**config.mk**
```make
export PLATFORM = sky130hd
export DESIGN_NAME = lsu_align_unit
export DESIGN_NICKNAME = d
export VERILOG_FILES = /design/src/rtl/lsu_align_pkg.sv /design/src/rtl/lsu_load_extract.sv /design/src/rtl/lsu_store_replicate.sv /design/src/rtl/lsu_byte_mask.sv /design/src/rtl/lsu_align_unit.sv
export SDC_FILE = /design/constraint.sdc
export NUM_CORES = 1
export LEC_CHECK = 0
export BUFFER_PORTS_ARGS = -buffer_cell sky130_fd_sc_hd__buf_2
export CAP_MARGIN = 20
export CORE_MARGIN = 2
export CORE_UTILIZATION = 48
export CTS_BUF_LIST = sky130_fd_sc_hd__clkbuf_16
export DETAILED_ROUTE_END_ITERATION = 7
export PLACE_DENSITY = 0.85
export SETUP_SLACK_MARGIN = 0.15
export SLEW_MARGIN = 20
export SYNTH_ARGS = -nofsm -noshare
export SYNTH_HDL_FRONTEND = slang
export SYNTH_SLANG_ARGS = --single-unit
```
**constraint.sdc**
```tcl
create_clock -name clk -period 2.9 [get_ports clk]
set_input_delay 0.435 -clock clk [delete_from_list [all_inputs] [get_ports clk]]
set_output_delay 0.435 -clock clk [all_outputs]
set_load 0.05 [all_outputs]
```
**src/rtl/lsu_align_pkg.sv**
```systemverilog
package lsu_align_pkg;

    typedef enum logic [1:0] {
        SZ_BYTE  = 2'b00,
        SZ_HALF  = 2'b01,
        SZ_WORD  = 2'b10,
        SZ_WORD2 = 2'b11
    } acc_size_e;

    function automatic logic size_is_word(acc_size_e sz);
        return sz[1];
    endfunction

endpackage

```
**src/rtl/lsu_load_extract.sv**
```systemverilog
module lsu_load_extract
    import lsu_align_pkg::*;
#(
    parameter int DATA_W = 32
) (
    input  logic [DATA_W-1:0]                 rdata,
    input  logic [$clog2(DATA_W/8)-1:0]       addr,
    input  acc_size_e                         size,
    input  logic                              zext,
    output logic [DATA_W-1:0]                 result
);
    localparam int LANES  = DATA_W / 8;
    localparam int HALVES = LANES / 2;
    localparam int ADDR_W = $clog2(LANES);

    logic [7:0]  lane_byte [LANES];
    logic [15:0] lane_half [HALVES];

    for (genvar g = 0; g < LANES; g++) begin : g_bytes
        assign lane_byte[g] = rdata[DATA_W-1-8*g -: 8];
    end
    for (genvar h = 0; h < HALVES; h++) begin : g_halves
        assign lane_half[h] = rdata[DATA_W-1-16*h -: 16];
    end

    logic [7:0]  pick_b;
    logic [15:0] pick_h;

    always_comb begin
        pick_b = lane_byte[addr];
        pick_h = lane_half[addr[ADDR_W-1:1]];
        if (size_is_word(size)) begin
            result = rdata;
        end else if (size == SZ_HALF) begin
            result = zext ? {{(DATA_W-16){1'b0}}, pick_h}
                          : {{(DATA_W-16){pick_h[15]}}, pick_h};
        end else begin
            result = zext ? {{(DATA_W-8){1'b0}}, pick_b}
                          : {{(DATA_W-8){pick_b[7]}}, pick_b};
        end
    end
endmodule

```
**src/rtl/lsu_store_replicate.sv**
```systemverilog
module lsu_store_replicate
    import lsu_align_pkg::*;
#(
    parameter int DATA_W = 32
) (
    input  logic [DATA_W-1:0] src,
    input  acc_size_e         size,
    output logic [DATA_W-1:0] result
);
    localparam int LANES  = DATA_W / 8;
    localparam int HALVES = LANES / 2;

    always_comb begin
        if (size_is_word(size)) begin
            result = src;
        end else if (size == SZ_HALF) begin
            result = {HALVES{src[15:0]}};
        end else begin
            result = {LANES{src[7:0]}};
        end
    end
endmodule

```
**src/rtl/lsu_byte_mask.sv**
```systemverilog
module lsu_byte_mask
    import lsu_align_pkg::*;
#(
    parameter int LANES = 4
) (
    input  logic [$clog2(LANES)-1:0] addr,
    input  acc_size_e                size,
    input  logic                     is_store,
    output logic [LANES-1:0]         en
);
    localparam int ADDR_W = $clog2(LANES);
    localparam int HIDX_W = ADDR_W - 1;

    for (genvar g = 0; g < LANES; g++) begin : g_lane
        logic hit_b;
        logic hit_h;
        assign hit_b = (addr == ADDR_W'(g));
        assign hit_h = (addr[ADDR_W-1:1] == HIDX_W'(g / 2));
        always_comb begin
            if (!is_store) begin
                en[LANES-1-g] = 1'b0;
            end else if (size_is_word(size)) begin
                en[LANES-1-g] = 1'b1;
            end else if (size == SZ_HALF) begin
                en[LANES-1-g] = hit_h;
            end else begin
                en[LANES-1-g] = hit_b;
            end
        end
    end
endmodule

```
**src/rtl/lsu_align_unit.sv**
```systemverilog
module lsu_align_unit
    import lsu_align_pkg::*;
#(
    parameter int DATA_W = 32
) (
    input  logic                          clk,
    input  logic                          rst_n,
    input  logic                          is_store,
    input  logic [1:0]                    acc_size,
    input  logic                          acc_unsigned,
    input  logic [$clog2(DATA_W/8)-1:0]   addr_lo,
    input  logic [DATA_W-1:0]             mem_rdata,
    input  logic [DATA_W-1:0]             src_data,
    output logic [DATA_W-1:0]             load_data,
    output logic [DATA_W-1:0]             store_data,
    output logic [DATA_W/8-1:0]           byte_en
);
    localparam int LANES = DATA_W / 8;

    typedef struct packed {
        logic [DATA_W-1:0] ld;
        logic [DATA_W-1:0] st;
        logic [LANES-1:0]  be;
    } out_regs_t;

    out_regs_t regs_d, regs_q;

    acc_size_e         size_e;
    logic [DATA_W-1:0] ld_val;
    logic [DATA_W-1:0] st_val;
    logic [LANES-1:0]  be_val;

    assign size_e = acc_size_e'(acc_size);

    lsu_load_extract #(.DATA_W(DATA_W)) u_extract (
        .rdata  (mem_rdata),
        .addr   (addr_lo),
        .size   (size_e),
        .zext   (acc_unsigned),
        .result (ld_val)
    );

    lsu_store_replicate #(.DATA_W(DATA_W)) u_replicate (
        .src    (src_data),
        .size   (size_e),
        .result (st_val)
    );

    lsu_byte_mask #(.LANES(LANES)) u_mask (
        .addr     (addr_lo),
        .size     (size_e),
        .is_store (is_store),
        .en       (be_val)
    );

    always_comb begin
        regs_d    = regs_q;
        regs_d.ld = is_store ? '0 : ld_val;
        regs_d.st = is_store ? st_val : '0;
        regs_d.be = be_val;
    end

    always_ff @(posedge clk) begin
        if (!rst_n) begin
            regs_q <= '0;
        end else begin
            regs_q <= regs_d;
        end
    end

    assign load_data  = regs_q.ld;
    assign store_data = regs_q.st;
    assign byte_en    = regs_q.be;
endmodule

```
## Word level (Yosys, flattened, before mapping)

Cells that the tools add are included.

- Bits in registers: 68
- Output and inout port bits: 68
- Word-level logic and storage cells: 36
- Input bits: 72

- Eq/ne operators: 4
- Muxes and demuxes: 20
- $lt $le $gt $ge: 2
- Bitwise logic cells: 4
- Reductions and logical operators: 3

Operators by type and width:

| operator | count |
|---|---|
| $mux W32 | 6 |
| $mux W16 | 3 |
| $bmux W8 S2 | 1 |
| $mux W8 | 2 |
| $mux W1 | 8 |
| $eq A2 B1 Y1 const B | 2 |
| $eq A2 B2 Y1 const B | 2 |
| $ge A3 B3 Y1 const B | 1 |
| $not A2 Y3 | 1 |
| $ge A2 B2 Y1 const B | 1 |
| $logic_not A2 Y1 | 1 |
| $not A1 Y1 | 2 |
| $not A1 Y2 | 1 |
| $reduce_and A2 Y1 | 1 |
| $reduce_or A2 Y1 | 1 |

## Logic depth before layout (Yosys ltp)

- Depth in word-level cells: 7
- Gate-level depth with buffers: 6
- Depth with buffers taken out: 4

## Cells and area by module

From an unflattened synthesis, not the netlist that was laid out.

- Cells, all modules: 297
- Area, all modules: 3,115.5 um^2

By module, submodules not included:

| module | instances | cells each | seq. area each (um^2) | area an instance (um^2) |
|---|---|---|---|---|
| lsu_align_unit | 1 | 149 | 1,361.3 | 1,988.2 |
| lsu_load_extract | 1 | 86 | 0.0 | 619.3 |
| lsu_store_replicate | 1 | 53 | 0.0 | 464.2 |
| lsu_byte_mask | 1 | 9 | 0.0 | 43.8 |

## Least setup slack after synthesis

Ideal clock, no wire load.

- Path type: input to register
- Start point: input acc_size[0]
- End point: register regs_q[36], in the netlist load_data[0]
- Data arrival time: 1.493 ns
- Cell stages on the path: 6
- Data required time: 2.783 ns
- Path slack: 1.290 ns
- Path through: buf_2 or2_2 buf_2 a21oi_1 nor2_1 a22o_1

- Longest elaborated chain between the ends: 3

Ends and longest elaborated chain:

| element | line | text |
|---|---|---|
| start: declaration | lsu_align_unit.sv:9 | `input logic [1:0] acc_size,` |
| $eq A2 B1 Y1 | lsu_load_extract.sv:34 | `end else if (size == SZ_HALF) begin` |
| $mux W32 | lsu_load_extract.sv:34 |  |
| $mux W32 | lsu_load_extract.sv:32 | `if (size_is_word(size)) begin` |
| end signal: assignment | lsu_align_unit.sv:67 | `regs_q <= regs_d;` |
| end: declaration | lsu_align_unit.sv:26 | `out_regs_t regs_d, regs_q;` |

Every way passes these cells.
A chain may end at the register's enable or synchronous reset.

## Worst setup path in the final report

- Start point: input acc_size[1]
- End point: register regs_q[52], in the netlist load_data[16]

- Longest elaborated chain between the ends: 3

Ends and longest elaborated chain:

| element | line |
|---|---|
| $eq A2 B1 Y1 | lsu_load_extract.sv:34 |
| $mux W32 | lsu_load_extract.sv:34 |
| $mux W32 (*) | lsu_load_extract.sv:32 |

Every way passes the cells marked *; elsewhere a longest branch is shown, timed or not.

==> run summary <==
========================================================================================
Outcome                                                                        completed
Post-Syn Nets                                                                        339
Worst-path cell with the longest stage delay                                       buf_2
Category of cells accounting for the largest share of critical-path delay   simple AND/OR/NAND/NOR gates
Count of nets left with antenna violations after detail routing                        0
Number of endpoints with negative hold slack in the final report                       0
Total clock sinks                                                                     68
Relative area change from synthesis to final layout                                37.0%
Die boundary width                                                               77.9 µm
DRC marker count from the first detailed-route iteration                             135
Final core occ                                                                     0.694
Number of detailed-routing iterations run before antenna repair                        4
Hold buffers post-CTS                                                                  0
Via count of the first global-routing pass                                          2289
I/O pin count                                                                        140
Rel. slew slack                                                                    0.396
Global router's overall resource usage                                             0.240
Type of the setup path with the least slack                                 input port to register
Post-CTS repair timing setup buffer count                                              0
Sequential share of the synthesized area                                           0.520
Wire length per cell                                                             15.0 µm
Highest-utilization routing layer at the global route stage                         met2
Avg Synthesized Cell Area                                                       9.81 µm²
Die area                                                                        6070 µm²
Crit-path max FO                                                                      50
Antenna violations before repair                                                       0
Final setup violation count                                                            0
Ratio of cells with drive above 1 in the final layout                              0.400
Count of buffers from port buffering                                                 139
Global-route wire length before repair                                           11.3 mm
Endpoint class of the critical path                                             register
Flop and latch count out of synthesis                                                 68
Setup repair after global routing missed its margin                                   no
Antenna Cells                                                                          0
Largest net degree at the start of global routing                                     51
Sum of buffers and inverters on the critical path                                      1
GR met2 Demand/Resource                                                            0.394
Power per unit of standard cell area                                          660 nW/µm²
Final-layout worst hold slack                                                   0.329 ns
Critical path data arrival time                                                  2.09 ns
Overall routed net length                                                        7.14 mm
Total overflow reported by the global router                                           0
Core area                                                                       5170 µm²
Number of instances in the synthesized netlist                                       267
Number of buffers created by CTS                                                       9
Highest cell delay on the worst timing path                                      0.67 ns
Fillcell total                                                                       398
Floorplan die height                                                             77.9 µm
Total number of vias                                                                2481
Row count                                                                             26
Largest voltage drop on the vdd net                                             0.428 mV
Worst-case setup margin in the final layout                                      1.08 ns
Clock period minus worst slack                                                   1.82 ns
Leakage power summed over all cells                                              1.97 nW
Number of pins with negative max-slew slack in the final report                        0
Critical path startpoint category                                             input port
Pin slew with the least headroom to its limit                                   0.904 ns
Data required time at the worst endpoint                                         3.17 ns
Global Route met1 Usage                                                            0.297
Max Buffers Root-to-Sink                                                               2
Portion of synthesized cell area occupied by the leading cell type                 0.520
Synth area leaders                                                          dfxtp_1 (52%), mux2i_1 (9.2%), nor2_1 (4.9%), a21o_1 (4.6%), a21oi_1 (4.4%)
Effective utilization at floorplan                                                 0.507
Achievable clock frequency                                                       549 MHz
Series of cell instances along the critical path                            buf_2 -> nand2b_1 -> o32ai_2 -> nor3_4 -> a21o_1
Vias per inst                                                                       5.22
CTS clk-pin slew, worst paths                                                    0.05 ns
Number of nets in the finished design                                                472
Met3 global-route usage                                                           0.0616
Setup Total Neg Slack                                                               0 ns
Synthesis Warnings                                                                     0
Total DRC errors in the routed layout                                                  0
Resized cells post-CTS                                                                 0
Max H-tree Level                                                                       3
Worst min-delay path category                                               input port to register
Biggest area consumer among synthesized cells                                    dfxtp_1
Gp weighted congestion                                                             0.836
Setup slack after placement                                                     0.768 ns
Share of the clock period used by the worst path                                   0.628
Max-cap violations                                                                     0
Synth unique cells                                                                    26
Total standard cell area after synthesis                                        2620 µm²
Root Buffer                                                                    clkbuf_16
Placed wire-length estimate after detailed placement                             5.13 mm
Design Power                                                                     2.37 mW
TritonCTS clock tree                                                                done
========================================================================================
## cell type report
| class | count | area, µm² | share of cell area |
|---|---|---|---|
| clock buffer | 9 | 225 | 0.0628 |
| clock inverter | 7 | 45.0 | 0.0126 |
| inverter | 12 | 45.0 | 0.0126 |
| multi-input combinational | 169 | 1120 | 0.312 |
| sequential | 68 | 1360 | 0.379 |
| tap | 70 | 87.6 | 0.0244 |
| timing repair buffer | 140 | 703 | 0.196 |
## worst paths after layout
| kind | startpoint | to | slack, ns | depth (start not counted) |
|---|---|---|---|---|
| max | acc_size[1] | load_data[16] | 1.08 | 5 |
| min | mem_rdata[22] | load_data[22] | 0.33 | 2 |
## power breakdown
group,leakage [nW],switching (mW),internal (mW),total [mW]
logic,1.29,0.298,0.127,0.425
registers,0.558,0.0107,0.980,0.990
clock network,0.129,0.383,0.572,0.955
total,1.97,0.692,1.68,2.37
## flip-flops by register name, indices dropped and copies added (netlist names)
register,flops
byte_en,4
load_data,32
store_data,32
## layout by cell type (no fill, tap or decap), types with 2 or more instances in the layout
| cell type | n |
|---|---|
| a21o_1 | 16 |
| a21oi_1 | 23 |
| a221oi_1 | 8 |
| a22o_1 | 7 |
| a22oi_1 | 7 |
| and3_1 | 9 |
| buf_2 | 139 |
| clkbuf_16 | 9 |
| clkinv_2 | 2 |
| clkinvlp_4 | 3 |
| dfxtp_1 | 68 |
| inv_1 | 13 |
| mux2_2 | 2 |
| mux2i_1 | 24 |
| nand2_1 | 13 |
| nand2b_1 | 2 |
| nor2_1 | 34 |
| o21ai_0 | 9 |
| o2bb2ai_1 | 7 |
## through the flow
stage | instances | instance area (µm²)
floorplan | 267 | 2620
global placement | 459 | 3320
detailed placement | 459 | 3320
CTS | 475 | 3590
global route | 475 | 3590
finish | 475 | 3590
## cells in the mapped netlist (all sizes together)
cell type and number:
o32ai 1, buf 10, or2 1, nor3 2, a22oi 7, a21o 16, mux2i 24, or3 1
o2bb2ai 7, dfxtp 68, a221oi 8, a22o 7, inv 12, clkbuf 8, a221o 1, and3 9
nor4b 1, o21ai 9, nor2 34, a21oi 23, nand2b 3, mux2 2, nand2 13
## routing by layer
layer | vias to the layer above | part of all wire
li1 | 1210 | -
met2 | 114 | 0.48
met5 | - | 0
met3 | 14 | 0.079
met1 | 1143 | 0.42
met4 | 0 | 0.020
## logic make-up (layout without fill, tap and decap cells)
group                  after synthesis  count (layout)  synth area share
DFF                                 68              68             0.520
AOI/OAI and AO/OA                   79              79             0.211
muxes                               26              26             0.100
and+or+nand+nor                     64              64             0.117
buffers and inverters               30             168            0.0525
No activity file was read; power rests on OpenSTA's default activity.
